**config.mk**
```make
export PLATFORM = sky130hd
export DESIGN_NAME = amem_ctrl
export DESIGN_NICKNAME = d
export VERILOG_FILES = /design/src/rtl/amem_pkg.sv /design/src/rtl/amem_tick.sv /design/src/rtl/amem_seq.sv /design/src/rtl/amem_lane.sv /design/src/rtl/amem_ctrl.sv
export SDC_FILE = /design/constraint.sdc
export NUM_CORES = 1
export LEC_CHECK = 0
export BUFFER_PORTS_ARGS = -buffer_cell sky130_fd_sc_hd__buf_2
export CAP_MARGIN = 15
export CELL_PAD_IN_SITES_DETAIL_PLACEMENT = 0
export CELL_PAD_IN_SITES_GLOBAL_PLACEMENT = 1
export CORE_MARGIN = 4
export CORE_UTILIZATION = 25
export DETAILED_ROUTE_END_ITERATION = 8
export PLACE_DENSITY = 0.64
export SETUP_SLACK_MARGIN = 0.02
export SYNTH_ARGS = -nofsm -noshare
export SYNTH_HDL_FRONTEND = slang
export SYNTH_SLANG_ARGS = --single-unit
```
**constraint.sdc**
```tcl
create_clock -name clk -period 1.8 [get_ports clk]
set_input_delay 0.18 -clock clk [delete_from_list [all_inputs] [get_ports clk]]
set_output_delay 0.18 -clock clk [all_outputs]
set_load 0.02 [all_outputs]
```
**src/rtl/amem_pkg.sv**
```systemverilog
`timescale 1ns/1ps
package amem_pkg;
  localparam int REQ_W     = 32;
  localparam int EXT_W     = 16;
  localparam int CNT_W     = 6;
  localparam int MAX_BEATS = REQ_W / 8;
  localparam int BEAT_W    = $clog2(MAX_BEATS);
  localparam int OFF_W     = $clog2(REQ_W);
  localparam logic [1:0] BSZ_BYTE = 2'b00;

  typedef enum logic [2:0] {
    PH_IDLE, PH_SETUP, PH_STROBE, PH_HOLD, PH_TURN
  } phase_t;

  // field order is fixed by bit position in the configuration word
  typedef struct packed {
    logic       cs_on_strobe;
    logic       wait_ext;
    logic [3:0] wr_setup;
    logic [5:0] wr_strobe;
    logic [2:0] wr_hold;
    logic [3:0] rd_setup;
    logic [5:0] rd_strobe;
    logic [2:0] rd_hold;
    logic [1:0] turn;
    logic [1:0] bus_size;
  } cfg_t;

  function automatic logic byte_bus(input logic [1:0] bsz);
    return bsz == BSZ_BYTE;
  endfunction

  // index of the final split cycle
  function automatic logic [BEAT_W-1:0] last_beat(input logic [1:0] bsz, input logic wide);
    if (byte_bus(bsz)) return wide ? BEAT_W'(3) : BEAT_W'(1);
    return wide ? BEAT_W'(1) : BEAT_W'(0);
  endfunction

  // counter preload: phase lasts value+1 interface clocks
  function automatic logic [CNT_W-1:0] phase_field(input cfg_t c, input phase_t p, input logic wr);
    case (p)
      PH_SETUP:  return wr ? CNT_W'(c.wr_setup)  : CNT_W'(c.rd_setup);
      PH_STROBE: return wr ? CNT_W'(c.wr_strobe) : CNT_W'(c.rd_strobe);
      PH_HOLD:   return wr ? CNT_W'(c.wr_hold)   : CNT_W'(c.rd_hold);
      PH_TURN:   return CNT_W'(c.turn);
      default:   return '0;
    endcase
  endfunction

  // bit offset of the lane moved in a given split cycle
  function automatic logic [OFF_W-1:0] lane_shift(input logic [1:0] bsz, input logic [BEAT_W-1:0] beat);
    if (byte_bus(bsz)) return OFF_W'({beat, 3'b000});
    return OFF_W'({beat[0], 4'b0000});
  endfunction
endpackage

```
**src/rtl/amem_tick.sv**
```systemverilog
`timescale 1ns/1ps
module amem_tick (
  input  logic clk,
  input  logic rst_n,
  input  logic half_rate,
  output logic tick
);
  logic alt_q;

  always_ff @(posedge clk or negedge rst_n) begin
    if (!rst_n) alt_q <= 1'b0;
    else        alt_q <= ~alt_q;
  end

  assign tick = ~half_rate | alt_q;

  p_tick_alternate_r5: assert property (@(posedge clk) disable iff (!rst_n)
    (half_rate && tick) |=> (!tick || !half_rate));
endmodule

```
**src/rtl/amem_seq.sv**
```systemverilog
`timescale 1ns/1ps
module amem_seq import amem_pkg::*; (
  input  logic              clk,
  input  logic              rst_n,
  input  logic              tick,
  input  logic              req_valid,
  input  logic              req_write,
  input  logic              req_wide,
  input  cfg_t              cfg_in,
  output logic              accept,
  output logic              capture,
  output logic [BEAT_W-1:0] beat,
  output logic [1:0]        bus_size,
  output logic              ack,
  output logic              cs_n,
  output logic              we_n,
  output logic              re_n,
  output logic              oe
);
  phase_t            ph_q, ph_d;
  logic [CNT_W-1:0]  cnt_q, cnt_d;
  logic [BEAT_W-1:0] beat_q, beat_d;
  cfg_t              cfg_q;
  logic              wr_q, wide_q, ack_q;

  logic phase_done, final_beat, in_beat, in_strobe, ack_d;
  logic ext_flag_unused;

  assign phase_done = tick && (cnt_q == '0);
  assign final_beat = (beat_q == last_beat(cfg_q.bus_size, wide_q));
  assign in_beat    = ph_q inside {PH_SETUP, PH_STROBE, PH_HOLD};
  assign in_strobe  = (ph_q == PH_STROBE);
  assign accept     = tick && (ph_q == PH_IDLE) && req_valid;
  assign capture    = phase_done && in_strobe && !wr_q;
  assign ack_d      = phase_done && (ph_q == PH_HOLD) && final_beat;
  assign ext_flag_unused = cfg_q.wait_ext;

  always_comb begin
    ph_d   = ph_q;
    cnt_d  = cnt_q;
    beat_d = beat_q;
    if (accept) begin
      ph_d   = PH_SETUP;
      cnt_d  = phase_field(cfg_in, PH_SETUP, req_write);
      beat_d = '0;
    end else if (tick && ph_q != PH_IDLE) begin
      if (cnt_q != '0) begin
        cnt_d = cnt_q - 1'b1;
      end else begin
        case (ph_q)
          PH_SETUP: begin
            ph_d  = PH_STROBE;
            cnt_d = phase_field(cfg_q, PH_STROBE, wr_q);
          end
          PH_STROBE: begin
            ph_d  = PH_HOLD;
            cnt_d = phase_field(cfg_q, PH_HOLD, wr_q);
          end
          PH_HOLD: begin
            if (final_beat) begin
              ph_d  = PH_TURN;
              cnt_d = phase_field(cfg_q, PH_TURN, wr_q);
            end else begin
              ph_d   = PH_SETUP;
              cnt_d  = phase_field(cfg_q, PH_SETUP, wr_q);
              beat_d = beat_q + 1'b1;
            end
          end
          default: ph_d = PH_IDLE;
        endcase
      end
    end
  end

  always_ff @(posedge clk or negedge rst_n) begin
    if (!rst_n) begin
      ph_q   <= PH_IDLE;
      cnt_q  <= '0;
      beat_q <= '0;
      cfg_q  <= '0;
      wr_q   <= 1'b0;
      wide_q <= 1'b0;
      ack_q  <= 1'b0;
    end else begin
      ph_q   <= ph_d;
      cnt_q  <= cnt_d;
      beat_q <= beat_d;
      ack_q  <= ack_d;
      if (accept) begin
        cfg_q  <= cfg_in;
        wr_q   <= req_write;
        wide_q <= req_wide;
      end
    end
  end

  assign beat     = beat_q;
  assign bus_size = cfg_q.bus_size;
  assign ack      = ack_q;
  assign cs_n     = !(in_beat && (!cfg_q.cs_on_strobe || in_strobe));
  assign we_n     = !(in_strobe && wr_q);
  assign re_n     = !(in_strobe && !wr_q);
  assign oe       = in_beat && wr_q;

  p_strobe_exclusive_r2: assert property (@(posedge clk) disable iff (!rst_n)
    !(!we_n && !re_n));
  p_ready_single_r8: assert property (@(posedge clk) disable iff (!rst_n)
    ack_q |=> !ack_q);
  p_ready_after_hold_r8: assert property (@(posedge clk) disable iff (!rst_n)
    ack_q |-> ($past(ph_q) == PH_HOLD));
  p_turn_quiet_r6: assert property (@(posedge clk) disable iff (!rst_n)
    (ph_q == PH_TURN) |-> (cs_n && we_n && re_n));
  p_strobe_under_cs_r7: assert property (@(posedge clk) disable iff (!rst_n)
    (!we_n || !re_n) |-> !cs_n);
  p_read_no_drive_r11: assert property (@(posedge clk) disable iff (!rst_n)
    !re_n |-> !oe);
endmodule

```
**src/rtl/amem_lane.sv**
```systemverilog
`timescale 1ns/1ps
module amem_lane import amem_pkg::*; #(
  parameter int ADDR_W = 8
) (
  input  logic              clk,
  input  logic              rst_n,
  input  logic              accept,
  input  logic              capture,
  input  logic [ADDR_W-1:0] req_addr,
  input  logic [REQ_W-1:0]  req_wdata,
  input  logic [1:0]        bus_size,
  input  logic [BEAT_W-1:0] beat,
  input  logic [EXT_W-1:0]  ext_din,
  output logic [ADDR_W-1:0] ext_addr,
  output logic [EXT_W-1:0]  ext_dout,
  output logic [REQ_W-1:0]  rdata
);
  logic [ADDR_W-1:0] addr_q;
  logic [REQ_W-1:0]  wdata_q, rdata_q;
  logic [OFF_W-1:0]  shift;
  logic [EXT_W-1:0]  lane_mask;
  logic              narrow;

  assign narrow    = byte_bus(bus_size);
  assign shift     = lane_shift(bus_size, beat);
  assign lane_mask = narrow ? EXT_W'(16'h00FF) : {EXT_W{1'b1}};
  assign ext_dout  = EXT_W'(wdata_q >> shift) & lane_mask;
  assign ext_addr  = addr_q + ADDR_W'(beat);
  assign rdata     = rdata_q;

  always_ff @(posedge clk or negedge rst_n) begin
    if (!rst_n) begin
      addr_q  <= '0;
      wdata_q <= '0;
      rdata_q <= '0;
    end else if (accept) begin
      addr_q  <= req_addr;
      wdata_q <= req_wdata;
      rdata_q <= '0;
    end else if (capture) begin
      rdata_q <= (rdata_q & ~(REQ_W'(lane_mask) << shift))
               | (REQ_W'(ext_din & lane_mask) << shift);
    end
  end

  p_capture_idle_r4: assert property (@(posedge clk) disable iff (!rst_n)
    (!capture && !accept) |=> $stable(rdata_q));
endmodule

```
**src/rtl/amem_ctrl.sv**
```systemverilog
`timescale 1ns/1ps
module amem_ctrl import amem_pkg::*; #(
  parameter int ADDR_W = 8
) (
  input  logic              clk,
  input  logic              rst_n,
  input  logic              half_rate,
  input  logic [31:0]       cfg_word,
  input  logic              req_valid,
  input  logic              req_write,
  input  logic              req_wide,
  input  logic [ADDR_W-1:0] req_addr,
  input  logic [REQ_W-1:0]  req_wdata,
  output logic              req_ready,
  output logic [REQ_W-1:0]  rsp_rdata,
  output logic [ADDR_W-1:0] ext_addr,
  output logic [EXT_W-1:0]  ext_dout,
  input  logic [EXT_W-1:0]  ext_din,
  output logic              ext_oe,
  output logic              ext_cs_n,
  output logic              ext_we_n,
  output logic              ext_re_n
);
  cfg_t              cfg_in;
  logic              tick, accept, capture;
  logic [BEAT_W-1:0] beat;
  logic [1:0]        bus_size;

  assign cfg_in = cfg_t'(cfg_word);

  amem_tick u_tick (
    .clk(clk), .rst_n(rst_n), .half_rate(half_rate), .tick(tick)
  );

  amem_seq u_seq (
    .clk(clk), .rst_n(rst_n), .tick(tick),
    .req_valid(req_valid), .req_write(req_write), .req_wide(req_wide),
    .cfg_in(cfg_in), .accept(accept), .capture(capture),
    .beat(beat), .bus_size(bus_size), .ack(req_ready),
    .cs_n(ext_cs_n), .we_n(ext_we_n), .re_n(ext_re_n), .oe(ext_oe)
  );

  amem_lane #(.ADDR_W(ADDR_W)) u_lane (
    .clk(clk), .rst_n(rst_n), .accept(accept), .capture(capture),
    .req_addr(req_addr), .req_wdata(req_wdata),
    .bus_size(bus_size), .beat(beat), .ext_din(ext_din),
    .ext_addr(ext_addr), .ext_dout(ext_dout), .rdata(rsp_rdata)
  );

  p_addr_hold_r3: assert property (@(posedge clk) disable iff (!rst_n)
    (!ext_we_n && $past(!ext_we_n)) |-> ($stable(ext_addr) && $stable(ext_dout)));
endmodule

```
==> results.txt, run 1 <==
Drt drc - 0
Max-Cap Viols - 0
Core area - 22,800 µm²
Fin cells - 1,274
Total power - 0.0167 W
Post-synth EDFFs - 0
Crit path time final - 2260 ps
Total grt overflow - 0
Die ar. - 25,700 µm²
Clock H-tree levels - 4
Worst Skew - 14.2 ps
Synthesis-to-finish area growth - 69.4%
Pwr/cell area - 1700 nW/µm²
Buffers added on ports - 153
Vias per std cell - 4.40
Pre-CTS setup slack - -181 ps
Worst path top cell family by delay - multiplexers
DR vias - 5,606
CP Cell Sequence - or2_1 > a21o_1 > buf_6 > mux4_2 > buf_6
Number of global-route vias before repair - 5,958
HPWL Detailed - 13,400 µm
WP buf/inv - 2
Sequential fraction of the synthesis area - 50.9%
Crit path max fanout - 5
Clock-pin slew on the worst setup and hold paths - 60 ps
Run status - finished with violations
# IOs - 155
Post-route design area - 9840 µm²
Async S/R FF share, synth - 100%
Layout cells sized above 1 - 40.9%
Max incr delay on CP - 460 ps
Fmax - 442 MHz
Routed WL - 19,500 µm
Syn Std Cell Area - 5810 µm²
CTS buffer count - 17
Antenna violations before repair - 0
Yosys Warn Count - 0
Worst skew pair latency - 420 ps
Max Slew Vio Count - 0
Site Rows - 55
Post-route ant nets - 0
Worst Path Required - 1620 ps
Post-Place Cells - 1,137
Min-delay worst type - in2reg
Post-synth cell types - 55
WL per Instance - 15.3 µm
Worst Path Arrival - 2080 ps
Syn Area/Cell - 9.02 µm²
Final Cycle Share - 126%
GR Util All Layers - 15.2%
Largest net degree at the start of global routing - 41
Die Wd - 160 µm
Startpoint Class - flop
Crit Path Category - reg2out
Starting Density - 25.5%
Fin nets - 1,047
TritonCTS clock tree - built
Setup slack after layout - -465 ps
Worst slew margin - 64.3%
GP Congestion - 0.788
Initial DRC count - 222
CTS Sinks - 118
Antenna cell count - 0
Synth Flop Type - dfrtp_1
Clock Root Buffer - clkbuf_16
Dpl cell area - 7490 µm²
Syn Inst Count - 644
Failing checks - setup timing
Die Y - 160 µm
RSZ-0062 raised after global routing - yes
Worst path most repeated cell - buf_6
Maximum vdd drop - 0.801 mV
Setup Viol. Count Final - 49
CP endpoint kind - output pin
Critical-path top delay cell - mux4_2
Final Hold Vio Count - 0
CTS max path bufs - 2
Post-synthesis net count - 743
Final core utilization - 43.2%
Worst-Margin Slew - 536 ps
Global-route wire length before repair - 31,500 µm
First-pass DRT Iterations - 4
Leakage - 4.93 nW
#FFs+latches synth - 118
==> cell type report <==
| class | instances | area [µm²] |
|---|---|---|
| clock buffers | 19 | 443 |
| clock inverters | 13 | 195 |
| fillers | 2220 | 12900 |
| inverters | 10 | 40.0 |
| multi-input cells | 477 | 3180 |
| flip-flops and latches | 118 | 2960 |
| well taps | 313 | 392 |
| repair buffers | 324 | 2640 |
==> state kept, by name, summed over array words and instances (netlist names) <==
register and count:
u_seq.beat 2, u_lane.addr_q 8, u_seq.wide_q 1, u_tick.alt_q 1, u_lane.rdata 32, u_seq.ack 1
u_seq.wr_q 1, u_seq.bus_size 2, u_lane.wdata_q 32, u_seq.ph_q 3, u_seq.cnt_q 6, u_seq.cfg_q 29
==> cell families after synthesis <==
logic type / share of synthesized area, %
compound gates: 10.2
flops: 50.9
buf+inv: 3.73
mux: 8.42
fa+ha+maj: 1.21
simple gates: 24.3
xor+xnor: 1.21
==> layout by cell type (no fill, tap or decap), types with 4 or more instances in the layout <==
cell / synthesis / final
nor2_1: 19 / 12
o21ai_0: 12 / 6
buf_12: 0 / 13
a21o_1: 4 / 4
nor2_4: 0 / 4
clkbuf_16: 0 / 19
buf_4: 1 / 61
and3_1: 9 / 8
dfrtp_1: 118 / 115
nand2_1: 267 / 249
mux4_2: 8 / 8
buf_2: 10 / 133
dlygate4sd3_1: 0 / 78
buf_6: 2 / 36
nand2_2: 0 / 12
o21ai_1: 18 / 10
inv_1: 10 / 7
o21ai_2: 0 / 12
a21oi_1: 17 / 14
bufinv_16: 0 / 4
o2bb2ai_2: 0 / 15
nor3_2: 1 / 4
nand2_4: 0 / 6
mux2_2: 7 / 6
mux2i_1: 23 / 22
nor3_1: 9 / 5
==> path summary, 6_finish.rpt <==
path	slack, ps	to	depth (start not counted)	start
max in group asynchronous	900	u_seq.ack	3	rst_n
worst max register to register	-150	u_lane.rdata[2]	7	u_seq.ph_q[2]
worst min-delay path	40	u_lane.rdata[2]	3	ext_din[2]
worst min register to register	430	u_tick.alt_q	1	u_tick.alt_q
worst max-delay path	-460	ext_dout[4]	5	u_seq.bus_size[0]
min in group asynchronous	300	u_lane.addr_q[4]	2	rst_n
==> routing by layer <==
layer  part of all wire (%)  wire length, µm  global-route usage, %
met5                      0                0                      0
met4                    2.0              389                   5.20
met2                     48             9440                   24.9
met1                     45             8880                   19.9
met3                    4.2              816                   3.52
==> synthesized netlist by cell type, types with 5 or more instances <==
| master | instances | share of area, % |
|---|---|---|
| nand2_1 | 267 | 17 |
| dfrtp_1 | 118 | 51 |
| mux2i_1 | 23 | 4.0 |
| nor2_1 | 19 | 1.2 |
| clkbuf_1 | 18 | 1.2 |
| o21ai_1 | 18 | 1.6 |
| a21oi_1 | 17 | 1.5 |
| o2bb2ai_1 | 16 | 2.4 |
| o21ai_0 | 12 | 1.0 |
| buf_2 | 10 | 0.86 |
| inv_1 | 10 | 0.65 |
| and3_1 | 9 | 0.97 |
| nor3_1 | 9 | 0.78 |
| mux4_2 | 8 | 3.1 |
| buf_1 | 7 | 0.45 |
| mux2_2 | 7 | 1.4 |
| nand3_1 | 5 | 0.43 |
| xnor2_1 | 5 | 0.75 |
==> report_power, final <==
group	internal, W	total (W)	switching [W]
logic	0.00420	0.00852	0.00432
clock network	0.00237	0.00372	0.00134
registers	0.00369	0.00446	0.000762
total	0.0103	0.0167	0.00642
==> through the flow <==
| stage | setup TNS (ps) | hold WS [ps] |
|---|---|---|
| finish | -7540 | 36.4 |
| global route | -11330 | 16.6 |
| CTS | -6580 | 2.35 |
| detailed placement | -4480 | 204 |
| global placement | -3300 | 201 |
| floorplan | -2800 | -116 |
==> tightest hold or removal path, stage by stage <==
cell and delay [ps]:
buf_2 140, nand2_4 60, o21ai_2 40
==> repair_timing <==
action / 4_1_cts / 5_1_grt
pin swaps: 26 / 37
gates cloned: 0 / 2
gates resized for setup: 92 / 88
hold endpoints to repair: 110 / 1
setup endpoints to repair: 57 / 71
buffers inserted: 12 / 18
hold buffers: 77 / 1
(Power assumes the default switching activity.)
==> run 2, diff against run 1 <==
--- a/config.mk
+++ b/config.mk
@@ -12,6 +12,7 @@
 export CORE_MARGIN = 4
 export CORE_UTILIZATION = 25
 export DETAILED_ROUTE_END_ITERATION = 8
+export GPL_TIMING_DRIVEN = 0
 export PLACE_DENSITY = 0.64
 export SETUP_SLACK_MARGIN = 0.02
 export SYNTH_ARGS = -nofsm -noshare
==> results.txt, run 2 (synthesized netlist as in run 1, its figures left out) <==
Run status - finished with violations
Failing checks - setup timing
Post-Place Cells - 1,110
Antenna cell count - 0
Worst Skew - 6.88 ps
Die Wd - 160 µm
CTS max path bufs - 2
Crit Path Category - reg2out
Largest net degree at the start of global routing - 61
First-pass DRT Iterations - 4
Hold Path Sink - u_lane.rdata[1]
GR Util All Layers - 16.3%
DR vias - 5,697
Fin cells - 1,262
Crit path max fanout - 5
Crit path time final - 2340 ps
Commonest cells after routing, fill and taps aside - 248 x nand2_1, 131 x buf_2, 114 x dfrtp_1
Clock H-tree levels - 4
Leakage - 4.86 nW
Routed WL - 21,100 µm
GP Congestion - 0.825
Initial DRC count - 288
Worst path most repeated cell - buf_6
Critical-path top delay cell - mux4_2
WP buf/inv - 3
Vias per std cell - 4.51
Max Slew Vio Count - 0
Min-Delay Path Depth - 3
Maximum vdd drop - 0.842 mV
Final Hold Vio Count - 0
TritonCTS clock tree - built
Setup Viol. Count Final - 66
Die Y - 160 µm
Synthesis-to-finish area growth - 67.1%
Layout cells sized above 1 - 41.2%
Fillers - 2,196
Startpoint Class - flop
HPWL Detailed - 14,100 µm
Buffers added on ports - 152
CP endpoint kind - output pin
Fin nets - 1,038
Antenna violations before repair - 0
Hold Crit Start - ext_din[1]
Post-route design area - 9700 µm²
CTS Sinks - 118
Reg-to-Reg End - u_lane.rdata[16]
Setup slack after layout - -537 ps
Reg2Reg Setup Slack - -340 ps
R2r startpoint - u_seq.ph_q[2]
Hold Slack - 19.6 ps
Post-route ant nets - 0
Final Cycle Share - 130%
Global-route wire length before repair - 33,000 µm
Site Rows - 55
Most common cell after layout, fill and taps aside - nand2_1
Starting Density - 25.5%
WL per Instance - 16.7 µm
Total grt overflow - 0
Dpl cell area - 7070 µm²
Worst skew pair latency - 420 ps
Worst Path Required - 1620 ps
Die ar. - 25,700 µm²
Pwr/cell area - 1710 nW/µm²
Reg2reg path depth - 8
Worst slew margin - 59.3%
Worst Path Arrival - 2160 ps
CTS buffer count - 17
CP Cell Sequence - buf_6 > nor3b_4 > a21o_4 > buf_12 > mux4_2 > buf_6
Drt drc - 0
Number of global-route vias before repair - 6,072
Fmax - 428 MHz
Core area - 22,800 µm²
Worst-Margin Slew - 611 ps
RSZ-0062 raised after global routing - yes
Logic depth of the worst setup path including buffers - 6
Min-delay worst type - in2reg
Max incr delay on CP - 540 ps
Clock Root Buffer - clkbuf_16
# IOs - 155
Max-Cap Viols - 0
Clock-pin slew on the worst setup and hold paths - 60 ps
Worst path top cell family by delay - multiplexers
-- run 2: per-layer routing --
metal  vias up  share of wire, %  wire (µm)  track usage [%]
li1       2757                 -          -                -
met1      2785                45       9540             20.8
met2       135                50      10400             27.6
met3        20               3.9        816             3.85
met4         0               1.3        272             4.65
met5         -                 0          0                0
-- run 2: area by class of cell --
cell class,count,area (µm²),share of cell area [%]
Multi-Input combinational cell,477,3190,32.9
Tap cell,313,392,4.04
Inverter,10,41.3,0.426
Clock inverter,9,151,1.56
Buffer,34,353,3.64
Timing Repair Buffer,281,2150,22.2
Clock buffer,20,467,4.81
Sequential cell,118,2960,30.5
-- run 2: worst min-delay path, delay by kind of cell --
family | cells | cell delay [ps]
compound gates | 1 | 50
simple gates | 1 | 60
buf+inv | 1 | 100
-- run 2: how the worst max path moves through the flow --
stage | endpoint | start | slack (ps)
after detailed placement | u_lane.rdata[8] | u_seq.bus_size[1] | -640
after CTS | ext_dout[4] | u_seq.bus_size[1] | -570
after global placement | u_lane.rdata[28] | rst_n | -1190
after global routing | ext_dout[6] | u_seq.bus_size[0] | -620
after floorplan | u_lane.rdata[10] | u_seq.ph_q[2] | -120
final | ext_dout[4] | u_seq.bus_size[0] | -540
-- run 2: power breakdown --
part / switching (W) / internal [W] / leakage, nW
clock network: 0.00128 / 0.00240 / 0.304
registers: 0.000831 / 0.00370 / 1.53
logic: 0.00436 / 0.00406 / 3.02
total: 0.00646 / 0.0102 / 4.86
-- run 2: repair_timing --
item | 4_1_cts | 5_1_grt
pin swaps | 42 | 28
setup endpoints to repair | 143 | 140
cloned | 2 | 2
endpoints found under the hold margin | 130 | 0
gates resized for setup | 157 | 107
setup buffers | 34 | 21
hold buffers | 73 | 0
-- run 2: metrics by stage --
step           setup TNS (ps)  worst slack, ps  total power, W  util [%]
3_3_place_gp          -189900            -1190          0.0103      30.9
2_1_floorplan           -2800             -119         0.00834         -
4_1_cts                -16530             -568          0.0157      40.5
3_5_place_dp           -51110             -643          0.0103      31.0
5_1_grt                -22370             -618          0.0176      42.6
6_report               -18020             -537          0.0166      42.6
==> run 3, diff against run 2 <==
--- a/config.mk
+++ b/config.mk
@@ -7,14 +7,15 @@
 export LEC_CHECK = 0
 export BUFFER_PORTS_ARGS = -buffer_cell sky130_fd_sc_hd__buf_2
 export CAP_MARGIN = 15
-export CELL_PAD_IN_SITES_DETAIL_PLACEMENT = 0
+export CELL_PAD_IN_SITES_DETAIL_PLACEMENT = 1
 export CELL_PAD_IN_SITES_GLOBAL_PLACEMENT = 1
 export CORE_MARGIN = 4
 export CORE_UTILIZATION = 25
 export DETAILED_ROUTE_END_ITERATION = 8
 export GPL_TIMING_DRIVEN = 0
-export PLACE_DENSITY = 0.64
+export PLACE_DENSITY = 0.63
 export SETUP_SLACK_MARGIN = 0.02
 export SYNTH_ARGS = -nofsm -noshare
 export SYNTH_HDL_FRONTEND = slang
+export SYNTH_HIERARCHICAL = 1
 export SYNTH_SLANG_ARGS = --single-unit
==> results.txt, run 3 <==
Core area - 23,400 µm²
Layout cells sized above 1 - 46.9%
Drt drc - 0
Vias per std cell - 4.75
Initial DRC count - 320
Most common cell after layout, fill and taps aside - nand2_1
Antenna violations before repair - 1
Sw frac - 40.8%
Syn Std Cell Area - 5940 µm²
Largest net degree at the start of global routing - 68
Die Wd - 162 µm
Post-synth EDFFs - 0
Dpl cell area - 7420 µm²
Setup slack after layout - -410 ps
Worst-Margin Slew - 671 ps
Final Hold Vio Count - 0
Setup Viol. Count Final - 94
P_sw - 0.00737 W
Number of global-route vias before repair - 6,499
Min-delay worst type - in2reg
Synth top area cells - dfrtp_1 50%, nand2_1 9.7%, mux2_2 6.8%
WL per Instance - 19.2 µm
Fmax - 452 MHz
HPWL Detailed - 14,500 µm
Fillers - 2,613
CTS buffer count - 17
Hold Slack - 10.6 ps
Total grt overflow - 0
Pwr/cell area - 1720 nW/µm²
Starting Density - 25.4%
Async S/R FF share, synth - 100%
#FFs+latches synth - 118
Antenna cell count - 0
Synthesis-to-finish area growth - 76.9%
Global-route wire length before repair - 36,600 µm
Synth Flop Type - dfrtp_1
Post-route ant nets - 0
Synth top area share - 49.7%
Total power - 0.0181 W
Crit path time final - 2210 ps
Post-route design area - 10,500 µm²
Maximum vdd drop - 0.582 mV
Register share of total power - 26.3%
Buffers added on ports - 152
Crit path max fanout - 6
Failing checks - setup timing
Logic pwr share - 55.1%
Leakage - 5.01 nW
Post-synthesis net count - 703
GP Congestion - 0.832
CTS max path bufs - 2
Register cell area after layout - 2960 µm²
# IOs - 155
Crit Path Category - reg2out
GR Util All Layers - 18.0%
Max Slew Vio Count - 0
TritonCTS clock tree - built
Clock H-tree levels - 4
Commonest cells after routing, fill and taps aside - 144 x nand2_1, 133 x buf_2, 115 x dfrtp_1
Synth top cells by count - 154 x nand2_1, 118 x dfrtp_1, 36 x mux2_2
Clock Root Buffer - clkbuf_16
Internal - 0.0107 W
CP endpoint kind - output pin
Worst Path Required - 1620 ps
Worst skew pair latency - 430 ps
RSZ-0062 raised after global routing - yes
Max-Cap Viols - 0
Routed WL - 24,300 µm
CTS Sinks - 118
Die ar. - 26,300 µm²
Clk pwr share - 18.5%
Clock-pin slew on the worst setup and hold paths - 60 ps
Die Y - 162 µm
Sequential fraction of the synthesis area - 49.7%
Cell taking the most area after synthesis - dfrtp_1
First-pass DRT Iterations - 4
Multi-input combinational cell area - 3520 µm²
Worst Skew - 12.2 ps
Worst Path Arrival - 2030 ps
Pre-CTS setup slack - -589 ps
Worst slew margin - 55.3%
Syn Area/Cell - 9.83 µm²
Final Cycle Share - 123%
Post-synth cell types - 56
Startpoint Class - flop
Setup TNS - -16,780 ps
DR vias - 5,992
Top-count cell post-synth - nand2_1
Yosys Warn Count - 6
Syn Inst Count - 604
Site Rows - 56
Run status - finished with violations
Fin nets - 1,029
run 3: cell types whose count changed after synthesis, moves of 5 or more:
cell,previous run,this run
nand2_1,267,154
mux2i_1,23,32
a32oi_1,0,9
a221o_1,1,8
a22o_1,0,9
mux2_2,7,36
buf_2,10,15
mux4_2,8,0
o21ai_0,12,24
o21ai_1,18,9
o2bb2ai_1,16,0
run 3: worst paths after layout:
| check | cells past startpoint | slack, ps | from | end |
|---|---|---|---|---|
| max | 6 | -410 | u_seq/bus_size[0] | ext_dout[7] |
| min | 3 | 10 | ext_din[8] | u_lane/rdata[24] |
| max reg2reg | 9 | -350 | u_seq/beat[1] | u_seq/beat[0] |
| min reg2reg | 1 | 420 | u_tick/alt_q | u_tick/alt_q |
| max in group asynchronous | 3 | 700 | rst_n | u_seq/beat[0] |
| min in group asynchronous | 2 | 320 | rst_n | u_lane/wdata_q[10] |
run 3: cells by family after synthesis:
family / count (synthesis) / synth area share, %
compound gates: 115 / 13.6
xor+xnor: 8 / 1.18
fa+ha+maj: 5 / 1.18
buf+inv: 51 / 3.73
flops: 118 / 49.7
mux: 68 / 12.2
simple gates: 239 / 18.4
run 3: layout make-up:
type | count | area share, %
flip-flops and latches | 118 | 28.1
inverters | 15 | 0.607
clock inverters | 15 | 1.39
plain buffers | 31 | 3.76
multi-input cells | 435 | 33.5
repair buffers | 312 | 24.8
well taps | 319 | 3.80
clock buffers | 17 | 4.05
run 3: metrics by stage:
| stage | std cells | util (%) |
|---|---|---|
| 3_5_place_dp | 1076 | 31.7 |
| 5_1_grt | 1262 | 44.9 |
| 2_1_floorplan | 604 | - |
| 3_3_place_gp | 1075 | 31.5 |
| 4_1_cts | 1241 | 42.1 |
| 6_report | 1262 | 44.9 |
run 3: repair_timing:
item | CTS | global route
buffers inserted | 55 | 22
hold endpoints to repair | 148 | 0
cloned | 3 | 3
endpoints found under the setup margin | 121 | 139
gates resized for setup | 139 | 119
pin swaps | 44 | 62
hold buffers | 78 | 0
run 3: layer usage:
metal  vias to the layer above  share of wire, %  GRT usage (%)
met5                         -             0.045              0
met1                      3002                42           22.2
met2                       174                52           31.4
li1                       2778                 -              -
met3                        36               4.5           3.86
met4                         2               1.9           5.57
run 3: critical path, stage by stage (launching register included):
cell       delay (ps)
dfrtp_1           390
buf_6             140
or3b_4            430
clkbuf_16         180
mux2i_2           190
o22ai_2           110
buf_6             150
run 3: power by group through the flow:
stage               clock network, W  registers, W  logic, W
floorplan                          0       0.00472   0.00453
global placement                   0       0.00468   0.00666
detailed placement                 0       0.00472   0.00676
CTS                          0.00342       0.00468   0.00868
global route                 0.00357       0.00491    0.0107
finish                       0.00335       0.00476   0.00996
